==> config.mk <==
export PLATFORM = sky130hd
export DESIGN_NAME = dual_hilo_pwm
export DESIGN_NICKNAME = d
export VERILOG_FILES = /design/src/rtl/pwm_pkg.sv /design/src/rtl/pwm_regfile.sv /design/src/rtl/pwm_prescaler.sv /design/src/rtl/pwm_hilo_gen.sv /design/src/rtl/dual_hilo_pwm.sv
export SDC_FILE = /design/constraint.sdc
export NUM_CORES = 1
export LEC_CHECK = 0
export BUFFER_PORTS_ARGS = -buffer_cell sky130_fd_sc_hd__buf_2
export CAP_MARGIN = 0
export CORE_ASPECT_RATIO = 0.8
export CORE_MARGIN = 2
export CORE_UTILIZATION = 50
export CTS_BUF_LIST = sky130_fd_sc_hd__clkbuf_8
export CTS_CLUSTER_DIAMETER = 200
export CTS_CLUSTER_SIZE = 28
export DETAILED_ROUTE_END_ITERATION = 10
export GPL_ROUTABILITY_DRIVEN = 0
export MAX_ROUTING_LAYER = met4
export PLACE_DENSITY = 0.68
export SYNTH_ARGS = -nofsm -noshare
export SYNTH_HDL_FRONTEND = slang
export SYNTH_SLANG_ARGS = --single-unit
==> constraint.sdc <==
create_clock -name clk -period 5.3 [get_ports clk]
set_input_delay 0.265 -clock clk [delete_from_list [all_inputs] [get_ports clk]]
set_output_delay 0.265 -clock clk [all_outputs]
set_load 0.005 [all_outputs]
==> src/rtl/pwm_pkg.sv <==
package pwm_pkg;
  localparam int DATA_W  = 32;
  localparam int CNT_W   = DATA_W / 2;
  localparam int DIV_W   = 7;
  localparam int SEL_W   = 2;
  localparam int NUM_SRC = 1 << SEL_W;
  localparam int NUM_CH  = 2;
  localparam int ADDR_W  = 4;

  typedef struct packed {
    logic             oe;
    logic             clk_en;
    logic [SEL_W-1:0] sel;
    logic [DIV_W-1:0] div;
  } ch_cfg_t;
endpackage

==> src/rtl/pwm_regfile.sv <==
module pwm_regfile
  import pwm_pkg::*;
(
  input  logic              clk,
  input  logic              rst_n,
  input  logic              bus_wr,
  input  logic [ADDR_W-1:0] bus_addr,
  input  logic [DATA_W-1:0] bus_wdata,
  output logic [DATA_W-1:0] bus_rdata,
  output logic [CNT_W-1:0]  cnt_hi [NUM_CH],
  output logic [CNT_W-1:0]  cnt_lo [NUM_CH],
  output ch_cfg_t           cfg    [NUM_CH]
);
  localparam int WIDX_W = ADDR_W - 2;

  logic [DATA_W-1:0] cnt_q [NUM_CH];
  logic [DATA_W-1:0] ctrl_q;
  logic [WIDX_W-1:0] widx;
  logic              aligned;

  assign widx    = bus_addr[ADDR_W-1:2];
  assign aligned = (bus_addr[1:0] == 2'b00);

  always_ff @(posedge clk) begin
    if (!rst_n) begin
      ctrl_q <= '0;
      for (int i = 0; i < NUM_CH; i++) cnt_q[i] <= '0;
    end else if (bus_wr && aligned) begin
      for (int i = 0; i < NUM_CH; i++)
        if (widx == WIDX_W'(i)) cnt_q[i] <= bus_wdata;
      if (widx == WIDX_W'(NUM_CH)) ctrl_q <= bus_wdata;
    end
  end

  always_comb begin
    bus_rdata = '0;
    if (aligned) begin
      for (int i = 0; i < NUM_CH; i++)
        if (widx == WIDX_W'(i)) bus_rdata = cnt_q[i];
      if (widx == WIDX_W'(NUM_CH)) bus_rdata = ctrl_q;
    end
  end

  for (genvar g = 0; g < NUM_CH; g++) begin : g_dec
    assign cnt_hi[g]     = cnt_q[g][2*CNT_W-1:CNT_W];
    assign cnt_lo[g]     = cnt_q[g][CNT_W-1:0];
    assign cfg[g].oe     = ctrl_q[g];
    assign cfg[g].sel    = ctrl_q[4+SEL_W*g +: SEL_W];
    assign cfg[g].div    = ctrl_q[8+8*g +: DIV_W];
    assign cfg[g].clk_en = ctrl_q[15+8*g];
  end
endmodule

==> src/rtl/pwm_prescaler.sv <==
module pwm_prescaler
  import pwm_pkg::*;
(
  input  logic               clk,
  input  logic               rst_n,
  input  logic               run,
  input  logic [NUM_SRC-1:0] src_tick,
  input  logic [SEL_W-1:0]   sel,
  input  logic [DIV_W-1:0]   div,
  output logic               tick
);
  logic [DIV_W-1:0] div_cnt;
  logic             src_hit;
  logic             wrap;

  assign src_hit = src_tick[sel];
  assign wrap    = (div_cnt >= div);
  assign tick    = run && src_hit && wrap;

  always_ff @(posedge clk) begin
    if (!rst_n || !run)
      div_cnt <= '0;
    else if (src_hit)
      div_cnt <= wrap ? '0 : div_cnt + 1'b1;
  end
endmodule

==> src/rtl/pwm_hilo_gen.sv <==
module pwm_hilo_gen
  import pwm_pkg::*;
(
  input  logic             clk,
  input  logic             rst_n,
  input  logic             en,
  input  logic             tick,
  input  logic [CNT_W-1:0] hi_in,
  input  logic [CNT_W-1:0] lo_in,
  output logic             wave
);
  logic [CNT_W-1:0] cur_hi, cur_lo, cnt, cnt_nx;
  logic             in_high;
  logic             hi_done, lo_done;

  assign cnt_nx  = cnt + 1'b1;
  assign hi_done = (cur_hi == '0) || (cnt_nx >= cur_hi);
  assign lo_done = (cur_lo == '0) || (cnt_nx >= cur_lo);
  assign wave    = en && in_high && (cur_hi != '0);

  always_ff @(posedge clk) begin
    if (!rst_n) begin
      cur_hi  <= '0;
      cur_lo  <= '0;
      cnt     <= '0;
      in_high <= 1'b1;
    end else if (!en) begin
      cur_hi  <= hi_in;
      cur_lo  <= lo_in;
      cnt     <= '0;
      in_high <= 1'b1;
    end else if (tick) begin
      if (in_high) begin
        if (hi_done) begin
          in_high <= 1'b0;
          cnt     <= '0;
        end else begin
          cnt <= cnt_nx;
        end
      end else if (lo_done) begin
        in_high <= 1'b1;
        cnt     <= '0;
        cur_hi  <= hi_in;
        cur_lo  <= lo_in;
      end else begin
        cnt <= cnt_nx;
      end
    end
  end
endmodule

==> src/rtl/dual_hilo_pwm.sv <==
module dual_hilo_pwm
  import pwm_pkg::*;
(
  input  logic               clk,
  input  logic               rst_n,
  input  logic               bus_wr,
  input  logic [ADDR_W-1:0]  bus_addr,
  input  logic [DATA_W-1:0]  bus_wdata,
  output logic [DATA_W-1:0]  bus_rdata,
  input  logic [NUM_SRC-1:0] src_tick,
  output logic [NUM_CH-1:0]  pwm_out
);
  logic [CNT_W-1:0]  cnt_hi [NUM_CH];
  logic [CNT_W-1:0]  cnt_lo [NUM_CH];
  ch_cfg_t           cfg    [NUM_CH];
  logic [NUM_CH-1:0] ch_oe, ch_clken, ch_tick;

  pwm_regfile u_regs (
    .clk(clk), .rst_n(rst_n), .bus_wr(bus_wr), .bus_addr(bus_addr),
    .bus_wdata(bus_wdata), .bus_rdata(bus_rdata),
    .cnt_hi(cnt_hi), .cnt_lo(cnt_lo), .cfg(cfg)
  );

  for (genvar g = 0; g < NUM_CH; g++) begin : g_ch
    assign ch_oe[g]    = cfg[g].oe;
    assign ch_clken[g] = cfg[g].clk_en;

    pwm_prescaler u_pre (
      .clk(clk), .rst_n(rst_n), .run(cfg[g].oe && cfg[g].clk_en),
      .src_tick(src_tick), .sel(cfg[g].sel), .div(cfg[g].div),
      .tick(ch_tick[g])
    );

    pwm_hilo_gen u_gen (
      .clk(clk), .rst_n(rst_n), .en(cfg[g].oe), .tick(ch_tick[g]),
      .hi_in(cnt_hi[g]), .lo_in(cnt_lo[g]), .wave(pwm_out[g])
    );
  end
endmodule

---- Word-level counts from Yosys, hierarchy flattened ----
Memories as Yosys holds them, arrays and structs flattened.
Index checks and enable logic that the tools add are counted.
word-level totals
  register bits ........................... 144
  RAM bits ................................ 64
  input port bits ......................... 43
  logic and storage cells ................. 116
  memories ................................ 1
cells by class
  $add $sub $neg .......................... 4
  order comparisons ....................... 8
  equality and inequality tests ........... 8
  muxes and demuxes ....................... 49
  bitwise gates (word level) .............. 2
  reductions and logical operators ........ 33
memory list
  name          words  width  read ports  clocked after Yosys merged registers in  wr ports  RTL line           RTL
  u_regs.cnt_q  2      32     2           0                                        2         pwm_regfile.sv:16  logic [DATA_W-1:0] cnt_q [NUM_CH];
operator list
  operator                 count
  $mux W16                 22
  $mux W32                 6
  $ge A16 B16 Y1           4
  $logic_not A16 Y1        4
  $add A16 B1 Y16 const B  2
  $reduce_bool A16 Y1      2
  $mux W1                  17
  $add A7 B1 Y7 const B    2
  $ge A7 B7 Y1             2
  $mux W7                  2
  $logic_and A1 B1 Y1      11
  $ne A2 B1 Y1 const B     4
  $logic_or A1 B1 Y1       6
  $lt A2 B3 Y1 const B     2
  $reduce_and A2 Y1        3
  $reduce_and A3 Y1        2
  $bmux W1 S2              2
  $logic_not A2 Y1         2
  $ne A2 B2 Y1 const B     2
  $logic_not A1 Y1         3
  $eq A2 B1 Y1 const B     1
  $eq A2 B2 Y1 const B     1
  $or A1 B1 Y1             2

---- Depth between registers and ports, before layout ----
  word-level depth ........................ 7
  mapped depth ............................ 14
  depth with buffers taken out ............ 13

---- Hierarchy ----
From an unflattened synthesis, not the netlist that was laid out.
unflattened totals
  cells, all modules ...................... 1,266
  area, all modules ....................... 12,060.3 µm²
modules (own cells, without submodules)
  module                         instances  cells each  area an instance (µm²)  sequential area each (µm²)
  pwm_regfile                    1          384         4,505.6                 2,562.5
  pwm_hilo_gen at g_ch[0].u_gen  1          394         3,296.9                 980.9
  pwm_hilo_gen at g_ch[1].u_gen  1          374         3,181.8                 980.9
  pwm_prescaler                  2          56          531.8                   140.1
  dual_hilo_pwm                  1          2           12.5                    0.0

---- Worst setup path before layout ----
Ideal clock, no wire load.
  path type ............................... in2reg
  start point ............................. input port bus_addr[2]
  end point ............................... memory u_regs.cnt_q[0][0], enable pin
  library setup time ...................... 0.470 ns
  arrival ................................. 3.269 ns
  required time ........................... 4.830 ns
  slack ................................... 1.561 ns
  stages on the path ...................... 3
  path buffers ............................ 2
  cell sequence ........................... clkbuf_1 > buf_1 > o31ai_1
RTL lines
  what             RTL line            RTL
  start, declared  dual_hilo_pwm.sv:7  input logic [ADDR_W-1:0] bus_addr,
  end, declared    pwm_regfile.sv:16

---- Worst setup path in the final report ----
  start point ............................. register g_ch[0].u_gen.cnt[0]
  end point ............................... register g_ch[0].u_gen.cur_hi[5]
on the way
  longest elaborated chain between the ends .. 5
ends and longest elaborated chain
  what                                RTL line            RTL
  start, declared                     pwm_hilo_gen.sv:12  logic [CNT_W-1:0] cur_hi, cur_lo, cnt, cnt_nx;
  start signal, assigned              pwm_hilo_gen.sv:38  cnt <= cnt_nx;
  start signal, assigned              pwm_hilo_gen.sv:46  cnt <= cnt_nx;
  $add A16 B1 Y16                     pwm_hilo_gen.sv:16  assign cnt_nx = cnt + 1'b1;
  $ge A16 B16 Y1                      pwm_hilo_gen.sv:18  assign lo_done = (cur_lo == '0) || (cnt_nx >= cur_lo);
  $logic_or A1 B1 Y1                  pwm_hilo_gen.sv:18
  $ne A2 B1 Y1 (no source line)       --
  $reduce_and A3 Y1 (no source line)  --
  end signal, assigned                pwm_hilo_gen.sv:28  cur_hi <= hi_in;
  end signal, assigned                pwm_hilo_gen.sv:43  cur_hi <= hi_in;
  end, declared                       pwm_hilo_gen.sv:12
Every way passes these cells.
A chain may end at the register's enable or synchronous reset.

==> flow_summary.json <==
{
  "seq_area_frac_synth_pct": 42.5,
  "fin_crit_ns": 4.07,
  "cts_root_buffer": "clkbuf_8",
  "start_util_pct": 50.7,
  "routed_wl_um": 29000,
  "synth_top_area_share_pct": 25.5,
  "grt_max_degree": 149,
  "grt_use_total_pct": 25.2,
  "slew-limit-headroom_pct": 28.2,
  "cts_sinks": 208,
  "wl_per_cell_um": 17.6,
  "avgSynthCellArea_um2": 8.82,
  "drc": 0,
  "die_area_mm2": 0.0238,
  "grt_pass1_wl_um": 46200,
  "yosysWarnings": 0,
  "maxCapViolations": 0,
  "fin_crit_sh_pct": 76.7,
  "pwr-share-clk_pct": 25.7,
  "cp.arrival_ns": 4.46,
  "finalMaxSlewViolations": 0,
  "cp.required_ns": 5.69,
  "p_int_mw": 2.03,
  "vdd_drop_max_uv": 173,
  "drive_gt1_share_pct": 8.35,
  "clock_path_buffers": 3,
  "outcome": "completed",
  "setup_viol": 0,
  "clock_skew_ns": 0.0573,
  "clkLatencyLatePin_ns": 0.54,
  "die_h_um": 139,
  "drtIter0Drc": 839,
  "power.density_mw_per_mm2": 225,
  "rsz0062_at_grt": "no",
  "core_area_mm2": 0.0223,
  "antenna_left": 0,
  "reg2reg_slack_ns": 1.23,
  "p_sw_uw": 742,
  "worstPathCellList": "ha_1 -> and3_1 -> nand3_1 -> nor3_1 -> xor2_1 -> ha_1 -> nand4_1 -> nor3_1 -> or4b_1 -> and3_1 -> o31a_2 -> mux2i_1",
  "ys.flop_type": "dfxtp_1",
  "syn_to_final_growth_pct": 9.05,
  "syn_nets": 1407,
  "clkTransAtPathRegs_ns": 0.18,
  "num_vias": 9201,
  "yosysTopAreaCell": "dfxtp_1",
  "r2r_start": "g_ch[0].u_gen.cnt[0]",
  "syn_area_mm2": 0.0113,
  "startpoint_type": "flip-flop",
  "leakage_nw": 4.96,
  "hold_violations": 0,
  "r2r_end": "g_ch[0].u_gen.cur_hi[5]",
  "hp-start": "bus_wdata[20]",
  "overflow": 0,
  "synthArstFlopShare_pct": 0,
  "synthTopCellsByArea": "dfxtp_1 25%, edfxtp_1 17%, ha_1 9.1%, nand2_1 8.9%, mux2i_1 8.7%",
  "crit_fanout": 32,
  "vias_per_cell": 5.59,
  "numCtsBuffers": 11,
  "ff2ff_path_depth": 12,
  "yosysMostFrequentCell": "nand2_1",
  "grt_pass1_vias": 8354,
  "pin_count": 77,
  "synth_common_cells": "268 x nand2_1, 144 x dfxtp_1, 106 x nor2_1, 98 x mux2i_1, 86 x inv_1",
  "ys_types": 61,
  "hp-class": "primary input to flip-flop",
  "htreeDepth": 1,
  "combPwrFrac_pct": 10.8,
  "row_count": 49,
  "io_buffers": 76,
  "pwr-share-seq_pct": 63.5,
  "n_antenna_cell": 0,
  "critical-path-slowest-cell": "o31a_2",
  "cts_tree": "done",
  "holdWs_ns": 0.0257,
  "slowest_delay_ns": 0.67,
  "synth_edf_count": 64,
  "min_to": "u_regs.ctrl_q[20]",
  "antenna_found_initial": 0,
  "end_kind": "flip-flop",
  "ys_seq_elements": 208,
  "hold_depth": 3,
  "synth_cells": 1282,
  "fmax_mhz": 246,
  "hpwl_um": 20900,
  "tightest_slew_ns": 1.07,
  "nets": 1463,
  "drt_pass1_iterations": 5,
  "fin_setup_tns_ns": 0,
  "switching_share_pct": 26.8,
  "die_w_um": 172,
  "worstSetupPathType": "flip-flop to flip-flop"
}
-- worst max-delay path by stage --
stage / startpoint / endpoint / slack [ns] / cells past startpoint
6_report: g_ch[0].u_gen.cnt[0] / g_ch[0].u_gen.cur_hi[5] / 1.23 / 12
5_1_grt: g_ch[0].u_gen.cnt[0] / g_ch[0].u_gen.cur_hi[5] / 0.93 / 12
4_1_cts: g_ch[0].u_gen.cnt[0] / g_ch[0].u_gen.cur_hi[5] / 1.24 / 12
3_5_place_dp: g_ch[0].u_gen.cnt[0] / g_ch[0].u_gen.cur_hi[5] / 1.32 / 12
3_3_place_gp: g_ch[0].u_gen.cnt[0] / g_ch[0].u_gen.cur_hi[9] / 1.49 / 12
2_1_floorplan: bus_addr[2] / u_regs.cnt_q[0][0] / 1.56 / 3
-- critical path, delay by kind of cell, from the launching register on --
kind,cells,cell delay [ns]
and+or+nand+nor,7,1.76
DFF,1,0.47
muxes,1,0.22
xor gates and xnor gates,1,0.31
AOI/OAI and AO/OA,1,0.67
adders and majority gates,2,0.48
-- final cells by class --
cell class | count | area (um2)
fill | 2078 | 9980
multi-input combinational | 919 | 5900
sequential | 208 | 4800
timing repair buffer | 112 | 736
tap | 306 | 383
inverter | 86 | 323
clock buffer | 11 | 151
clock inverter | 5 | 31.3
-- through the flow --
| stage | utilization (%) | total power [mW] | std cells | instance area (um2) | setup WS [ns] |
|---|---|---|---|---|---|
| final | 55.3 | 2.77 | 1647 | 12300 | 1.23 |
| after CTS | 55.3 | 2.78 | 1647 | 12300 | 1.24 |
| after global placement | 53.2 | 2.06 | 1603 | 11900 | 1.49 |
| after global routing | 55.3 | 2.87 | 1647 | 12300 | 0.929 |
| after floorplan | - | 1.96 | 1282 | 11300 | 1.56 |
| after detailed placement | 53.2 | 2.07 | 1603 | 11900 | 1.32 |
-- layer usage --
| layer | vias to the layer above | routed length [um] | GRT usage, % |
|---|---|---|---|
| met1 | 4348 | 14700 | 39.6 |
| met4 | 0 | 580 | 4.95 |
| met2 | 309 | 11800 | 34.6 |
| met5 | - | 0 | - |
| met3 | 34 | 1800 | 3.01 |
| li1 | 4510 | - | - |
-- flip-flops by register name, summed over array words and instances, names as in the netlist --
register	flops
g_ch.u_gen.cur_lo	32
g_ch.u_gen.in_high	2
u_regs.ctrl_q	32
g_ch.u_gen.cnt	32
u_regs.cnt_q	64
g_ch.u_gen.cur_hi	32
g_ch.u_pre.div_cnt	14
-- cell usage in the layout, fill, tap and decap left out, types with 11 or more instances in the layout --
cell / netlist / final
mux2i_1: 98 / 98
xnor2_1: 22 / 22
dlygate4sd3_1: 0 / 28
dfxtp_1: 144 / 144
buf_2: 1 / 75
a21boi_0: 32 / 32
nand2_1: 268 / 267
and3_1: 44 / 44
nand3_1: 18 / 17
nand4_1: 12 / 12
edfxtp_1: 64 / 64
inv_1: 86 / 90
nor2_1: 106 / 106
a21oi_1: 64 / 64
o21ai_0: 31 / 31
clkbuf_8: 0 / 11
nor4_1: 17 / 17
o211ai_1: 12 / 12
ha_1: 82 / 82
xor2_1: 18 / 18
-- cell families (layout without fill, tap and decap cells) --
logic type	Yosys count	count (layout)	share of synthesized area, %
fa+ha+maj	82	82	9.07
buf+inv	155	214	5.65
mux	100	100	9.07
simple gates	512	512	20.2
flops	208	208	42.5
xor+xnor	40	40	3.10
compound gates	185	185	10.4
-- power by group through the flow --
stage / Clock (mW) / Sequential [mW] / Combinational, mW
global route: 0.772 / 1.77 / 0.332
finish: 0.712 / 1.76 / 0.300
detailed placement: 0 / 1.79 / 0.279
floorplan: 0 / 1.77 / 0.187
CTS: 0.729 / 1.76 / 0.296
global placement: 0 / 1.79 / 0.276
-- timing repair --
item,CTS,global route
endpoints found under the hold margin,28,0
hold buffers,28,0
buffers inserted,0,0
resized for setup,0,0
Note: power is estimated with default switching activity, not from simulation.
